### config.mk
export PLATFORM = sky130hd
export DESIGN_NAME = stream_prefetcher
export DESIGN_NICKNAME = d
export VERILOG_FILES = /design/src/rtl/sp_pkg.sv /design/src/rtl/sp_filter.sv /design/src/rtl/sp_stream_table.sv /design/src/rtl/sp_req_queue.sv /design/src/rtl/stream_prefetcher.sv
export SDC_FILE = /design/constraint.sdc
export NUM_CORES = 2
export LEC_CHECK = 0
export BUFFER_PORTS_ARGS = -buffer_cell sky130_fd_sc_hd__buf_2
export CAP_MARGIN = 40
export CORE_MARGIN = 2
export CORE_UTILIZATION = 45
export DETAILED_ROUTE_END_ITERATION = 8
export GPL_ROUTABILITY_DRIVEN = 1
export GPL_TIMING_DRIVEN = 0
export SYNTH_ARGS = -nofsm -noshare
export SYNTH_HDL_FRONTEND = slang
export SYNTH_HIERARCHICAL = 1
export SYNTH_SLANG_ARGS = --single-unit
### constraint.sdc
create_clock -name clk -period 8 [get_ports clk]
set_input_delay 1.6 -clock clk [delete_from_list [all_inputs] [get_ports clk]]
set_output_delay 1.6 -clock clk [all_outputs]
set_load 0.05 [all_outputs]
### src/rtl/sp_pkg.sv
package sp_pkg;
    localparam int OFF_W = 7;
    localparam int LINE_BYTES = 1 << OFF_W;
    localparam int GUESS_LIM = (LINE_BYTES * 3) / 4;

    typedef enum logic [1:0] {
        ACT_IDLE,
        ACT_ADVANCE,
        ACT_PROMOTE,
        ACT_TRAIN
    } act_e;
endpackage

### src/rtl/sp_filter.sv
module sp_filter #(
    parameter int LINE_W = 25,
    parameter int N = 12,
    localparam int IDX_W = $clog2(N)
) (
    input  logic              clk,
    input  logic              rst_n,
    input  logic [LINE_W-1:0] look_line,
    output logic              hit,
    output logic [IDX_W-1:0]  hit_idx,
    output logic              hit_desc,
    input  logic              clear_en,
    input  logic              alloc_en,
    input  logic              alloc_desc,
    input  logic [LINE_W-1:0] alloc_exp
);
    logic [N-1:0]      valid_q;
    logic [N-1:0]      desc_q;
    logic [LINE_W-1:0] exp_q [N];
    logic [IDX_W-1:0]  wr_q;

    always_comb begin
        hit = 1'b0;
        hit_idx = '0;
        for (int i = N - 1; i >= 0; i--) begin
            if (valid_q[i] && exp_q[i] == look_line) begin
                hit = 1'b1;
                hit_idx = IDX_W'(i);
            end
        end
        hit_desc = desc_q[hit_idx];
    end

    always_ff @(posedge clk or negedge rst_n) begin
        if (!rst_n) begin
            valid_q <= '0;
            desc_q  <= '0;
            wr_q    <= '0;
            for (int i = 0; i < N; i++) exp_q[i] <= '0;
        end else begin
            if (clear_en) valid_q[hit_idx] <= 1'b0;
            if (alloc_en) begin
                valid_q[wr_q] <= 1'b1;
                desc_q[wr_q]  <= alloc_desc;
                exp_q[wr_q]   <= alloc_exp;
                wr_q <= (wr_q == IDX_W'(N - 1)) ? '0 : wr_q + 1'b1;
            end
        end
    end
endmodule

### src/rtl/sp_stream_table.sv
module sp_stream_table #(
    parameter int LINE_W = 25,
    parameter int N = 8,
    localparam int IDX_W = $clog2(N)
) (
    input  logic              clk,
    input  logic              rst_n,
    input  logic [LINE_W-1:0] look_line,
    output logic              hit,
    output logic              hit_desc,
    input  logic              adv_en,
    input  logic              alloc_en,
    input  logic              alloc_desc,
    input  logic [LINE_W-1:0] alloc_next
);
    logic [N-1:0]      valid_q;
    logic [N-1:0]      desc_q;
    logic [LINE_W-1:0] next_q [N];
    logic [IDX_W-1:0]  age_q  [N];
    logic [IDX_W-1:0]  hit_idx, victim, tgt;

    always_comb begin
        hit = 1'b0;
        hit_idx = '0;
        victim = '0;
        for (int i = N - 1; i >= 0; i--) begin
            if (valid_q[i] && next_q[i] == look_line) begin
                hit = 1'b1;
                hit_idx = IDX_W'(i);
            end
            if (age_q[i] == IDX_W'(N - 1)) victim = IDX_W'(i);
        end
        for (int i = N - 1; i >= 0; i--) begin
            if (!valid_q[i]) victim = IDX_W'(i);
        end
        hit_desc = desc_q[hit_idx];
        tgt = adv_en ? hit_idx : victim;
    end

    always_ff @(posedge clk or negedge rst_n) begin
        if (!rst_n) begin
            valid_q <= '0;
            desc_q  <= '0;
            for (int i = 0; i < N; i++) begin
                next_q[i] <= '0;
                age_q[i]  <= IDX_W'(i);
            end
        end else if (adv_en || alloc_en) begin
            for (int i = 0; i < N; i++) begin
                if (age_q[i] < age_q[tgt]) age_q[i] <= age_q[i] + 1'b1;
            end
            age_q[tgt] <= '0;
            if (adv_en) begin
                next_q[tgt] <= desc_q[tgt] ? look_line - 1'b1 : look_line + 1'b1;
            end else begin
                valid_q[tgt] <= 1'b1;
                desc_q[tgt]  <= alloc_desc;
                next_q[tgt]  <= alloc_next;
            end
        end
    end
endmodule

### src/rtl/sp_req_queue.sv
module sp_req_queue #(
    parameter int W = 25,
    parameter int DEPTH = 4,
    localparam int PW = $clog2(DEPTH),
    localparam int CW = $clog2(DEPTH + 1)
) (
    input  logic          clk,
    input  logic          rst_n,
    input  logic [1:0]    push_n,
    input  logic [W-1:0]  push_a,
    input  logic [W-1:0]  push_b,
    input  logic          pop,
    output logic [W-1:0]  head,
    output logic [CW-1:0] count
);
    logic [W-1:0]  mem [DEPTH];
    logic [PW-1:0] rd_q, wr_q;

    function automatic logic [PW-1:0] bump(input logic [PW-1:0] p);
        return (p == PW'(DEPTH - 1)) ? '0 : p + 1'b1;
    endfunction

    always_ff @(posedge clk or negedge rst_n) begin
        if (!rst_n) begin
            rd_q  <= '0;
            wr_q  <= '0;
            count <= '0;
        end else begin
            if (pop) rd_q <= bump(rd_q);
            if (push_n == 2'd1) wr_q <= bump(wr_q);
            else if (push_n == 2'd2) wr_q <= bump(bump(wr_q));
            count <= count + CW'(push_n) - CW'(pop);
        end
    end

    always_ff @(posedge clk) begin
        if (push_n != 2'd0) mem[wr_q] <= push_a;
        if (push_n == 2'd2) mem[bump(wr_q)] <= push_b;
    end

    assign head = mem[rd_q];
endmodule

### src/rtl/stream_prefetcher.sv
module stream_prefetcher
    import sp_pkg::*;
#(
    parameter int ADDR_W = 32,
    parameter int N_STREAMS = 8,
    parameter int N_FILTER = 12,
    parameter int Q_DEPTH = 4,
    localparam int LINE_W = ADDR_W - OFF_W,
    localparam int QCW = $clog2(Q_DEPTH + 1)
) (
    input  logic              clk,
    input  logic              rst_n,
    input  logic              miss_valid,
    output logic              miss_ready,
    input  logic [ADDR_W-1:0] miss_addr,
    input  logic              miss_is_store,
    output logic              pf_valid,
    input  logic              pf_ready,
    output logic [ADDR_W-1:0] pf_addr
);
    logic [LINE_W-1:0] line, push_a, push_b, f_alloc_exp, s_alloc_next, q_head;
    logic [OFF_W-1:0]  offset;
    logic              take, guess_desc;
    logic              s_hit, s_desc, f_hit, f_desc;
    logic              s_adv, s_alloc, f_clear, f_alloc;
    logic [1:0]        push_n;
    logic [QCW-1:0]    q_count;
    act_e              act;

    assign line   = miss_addr[ADDR_W-1:OFF_W];
    assign offset = miss_addr[OFF_W-1:0];
    assign take   = miss_valid && miss_ready && !miss_is_store;
    assign guess_desc = offset >= OFF_W'(GUESS_LIM);

    always_comb begin
        act = ACT_IDLE;
        if (take) begin
            if (s_hit)      act = ACT_ADVANCE;
            else if (f_hit) act = ACT_PROMOTE;
            else            act = ACT_TRAIN;
        end
    end

    always_comb begin
        s_adv = 1'b0;
        s_alloc = 1'b0;
        f_clear = 1'b0;
        f_alloc = 1'b0;
        push_n = 2'd0;
        push_a = line;
        push_b = line;
        s_alloc_next = line;
        f_alloc_exp = guess_desc ? line - 1'b1 : line + 1'b1;
        unique case (act)
            ACT_IDLE: ;
            ACT_ADVANCE: begin
                s_adv  = 1'b1;
                push_n = 2'd1;
                push_a = s_desc ? line - 2'd2 : line + 2'd2;
            end
            ACT_PROMOTE: begin
                f_clear = 1'b1;
                s_alloc = 1'b1;
                s_alloc_next = f_desc ? line - 1'b1 : line + 1'b1;
                push_n = 2'd2;
                push_a = s_alloc_next;
                push_b = f_desc ? line - 2'd2 : line + 2'd2;
            end
            ACT_TRAIN: f_alloc = 1'b1;
        endcase
    end

    sp_stream_table #(.LINE_W(LINE_W), .N(N_STREAMS)) u_streams (
        .clk(clk), .rst_n(rst_n), .look_line(line),
        .hit(s_hit), .hit_desc(s_desc),
        .adv_en(s_adv), .alloc_en(s_alloc),
        .alloc_desc(f_desc), .alloc_next(s_alloc_next)
    );

    sp_filter #(.LINE_W(LINE_W), .N(N_FILTER)) u_filter (
        .clk(clk), .rst_n(rst_n), .look_line(line),
        .hit(f_hit), .hit_idx(), .hit_desc(f_desc),
        .clear_en(f_clear), .alloc_en(f_alloc),
        .alloc_desc(guess_desc), .alloc_exp(f_alloc_exp)
    );

    sp_req_queue #(.W(LINE_W), .DEPTH(Q_DEPTH)) u_queue (
        .clk(clk), .rst_n(rst_n), .push_n(push_n),
        .push_a(push_a), .push_b(push_b),
        .pop(pf_valid && pf_ready), .head(q_head), .count(q_count)
    );

    assign pf_valid   = q_count != '0;
    assign pf_addr    = {q_head, OFF_W'(0)};
    assign miss_ready = q_count <= QCW'(Q_DEPTH - 2);
endmodule

==> impl_metrics.yaml <==
outcome:
  status: "finished, final reports clean"
sta:
  holdWs_ps: 496
  period_share_pct: 97.5
  finClkSkew_ps: 36.7
  worst_slew_pin_slew_ps: 992
  slew_headroom_pct: 33.8
  slew_viol_final: 0
  setup_violations: 0
  clock.fmax_ghz: 0.128
  layout_min_cycle_time_ps: 7800
  hold_viol_final: 0
placed_design:
  place_congestion: 0.981
  dpl_cell_area_um2: 43600
  dp_hpwl_mm: 107
  portBuffers: 58
yosys:
  ys_seq_area_share_pct: 42.7
  syn_avg_cell_area_um2: 10.4
  synth_top_area_share_pct: 34.5
  netlist_instances: 3904
  netlist_area_um2: 40800
  ys_async_sr_fraction_pct: 85.2
  synth_cell_types: 106
  yosysWarnings: 6
  synth_area_leaders: "dfrtp_1 (35%), mux2_2 (12%), edfxtp_1 (7.4%)"
  synth-seq-cells: 675
  synth_common_cells: "dfrtp_1 (563), mux2_2 (447), xnor2_1 (318)"
  synth_edf_count: 100
  synth_most_common_cell: "dfrtp_1"
  synthFlopType: "dfrtp_1"
  synth_top_area_cell: "dfrtp_1"
run:
  cap_violations: 0
pwr:
  peakVddDrop_mv: 0.188
  p_leak_uw: 0.0203
  p_per_area_nw_per_um2: 305
  power.total_uw: 14500
cells_and_area:
  area_growth_pct: 16.4
  diodes: 0
  stdcell_area_um2: 47500
  ff_latch_area_um2: 17400
  fin_nets: 4259
  multi_input_area_um2: 22600
  fillers: 8015
  final_util_pct: 52.8
  drive_gt1_share_pct: 24.0
global_route:
  grt_pass1_wl_mm: 216
  grt_usage_pct: 31.5
  grt_pass1_vias: 31800
  grt.busiest_layer: "met2"
  antenna_found_initial: 3
  grt_max_degree: 119
  grt_overflow: 0
  use_met1_pct: 43.2
  grt_use_met2_pct: 49.6
  use_met3_pct: 5.62
routing:
  postRouteWirelength_mm: 149
  first_pass_iters: 6
  wl_per_cell_um: 27.6
  vias: 32600
  drt-initial-drc-count: 3170
  vias_per_cell: 6.05
  ant_nets: 0
  drcViolationCount: 0
clock_tree:
  h-tree-depth: 3
  clock_latency_ps: 660
  cts.path.max_buffers: 3
  numCtsBuffers: 79
  numClockSinks: 675
  cts_tree: "built"
  cts_hold_buf: 0
  cts_root_buffer: "clkbuf_16"
  clkTransAtPathRegs_ps: 50
worst_setup_path:
  cp-end-kind: "flip-flop"
  worstPathArrival_ps: 8300
  critPathLaunch: "miss_addr[24]"
  reg2regPathDepth: 31
  critPathMaxStageDelay_ps: 560
  cp_slowest_cell: "or4_4"
  cp_max_fo: 12
  crit_required_ps: 8500
  rr_startpoint: "u_streams/next_q[50]$_DFFE_PN0P_"
  critical_path_class: "input pin to flip-flop"
  cp-start-kind: "input pin"
worst_hold_path:
  hold_path.startpoint: "u_streams/age_q[16]$_DFFE_PN1P_"
  min_path_cells: 2
  hold_path_class: "flip-flop to flip-flop"
die:
  rows: 110
  start_util_pct: 45.4
  die_w_um: 305
  die_y_um: 305
  num_io_pins: 71
  dieArea_um2: 93100
  core_area_um2: 89900
==> final cells by class <==
class,count,area share [%]
Buffer,243,3.42
Inverter,86,0.688
Clock buffer,114,4.81
Tap cell,1176,3.10
Sequential cell,675,36.7
Multi-Input combinational cell,2907,47.5
Clock inverter,32,0.654
Timing Repair Buffer,147,3.11
==> registers in the layout, summed over array words and instances, names as in the netlist <==
name,count
u_filter/wr_q,4
u_queue/rd_q,2
u_streams/age_q,24
u_filter/exp_q,300
u_streams/next_q,200
u_queue/mem,100
u_filter/valid_q,12
u_filter/desc_q,12
u_queue/wr_q,2
u_queue/count,3
u_streams/desc_q,8
u_streams/valid_q,8
==> power by group <==
part	total (uW)	internal, uW	switching (uW)	leakage [uW]
Combinational	5980	2350	3630	0.0105
Sequential	4850	4290	564	0.00856
Clock	3660	2100	1560	0.00127
==> what timing repair did <==
item / 4_1_cts / 5_1_grt
gates resized for setup: 115 / 134
setup buffers: 7 / 12
pin swaps: 7 / 17
gates cloned: 1 / 0
setup endpoints to repair: 212 / 136
==> cell families (layout without fill, tap and decap cells) <==
logic type,after synthesis,count (layout),share of synthesized area (%)
xor+xnor,590,590,12.7
compound gates,540,541,8.06
fa+ha+maj,83,83,2.58
mux,535,535,15.4
buf+inv,329,622,3.97
flops,675,675,42.7
simple gates,1151,1151,14.7
other cells,1,7,0.00919
==> layer usage <==
| layer | share of wire [%] | up-vias |
|---|---|---|
| li1 | - | 14400 |
| met1 | 43 | 16400 |
| met2 | 45 | 1414 |
| met3 | 7.9 | 318 |
| met4 | 4.0 | 0 |
| met5 | 0 | - |
==> critical path: cells and delay by family <==
| kind | cells | cell delay [ps] |
|---|---|---|
| compound gates | 13 | 2630 |
| xor+xnor | 2 | 480 |
| fa+ha+maj | 2 | 530 |
| buf+inv | 7 | 1050 |
| mux | 1 | 190 |
| simple gates | 8 | 1750 |
==> layout by cell type, fill, tap and decap left out, drive strengths merged, types with 81 or more instances in the layout <==
cell | synthesis | final
buf | 112 | 258
nand4 | 132 | 132
ha | 81 | 81
inv | 83 | 87
a21oi | 194 | 194
edfxtp | 100 | 100
mux2 | 456 | 456
xnor2 | 319 | 319
dfrtp | 563 | 563
o21ai | 158 | 158
nand2 | 309 | 309
clkbuf | 131 | 246
nor4 | 140 | 140
nor2 | 255 | 255
xor2 | 271 | 271
==> path summary, 6_finish.rpt <==
kind | end | slack [ps]
hold / removal | u_streams/age_q[16]$_DFFE_PN1P_ | 500
setup / recovery | u_streams/next_q[146]$_DFFE_PN0P_ | 200
hold reg to reg | u_streams/age_q[16]$_DFFE_PN1P_ | 500
max in group asynchronous | u_filter/exp_q[165]$_DFFE_PN0P_ | 5150
setup reg to reg | u_streams/next_q[146]$_DFFE_PN0P_ | 1090
min in group asynchronous | u_streams/next_q[59]$_DFFE_PN0P_ | 890
==> metrics by stage <==
step	std cells	setup TNS [ps]	setup slack, ps
2_1_floorplan	3910	0	192
3_3_place_gp	5144	-4852160	-7270
3_5_place_dp	5214	-406040	-2780
4_1_cts	5368	0	5.26
5_1_grt	5380	-19.5	-19.5
6_report	5380	0	198
Note: power is estimated with default switching activity, not from simulation.
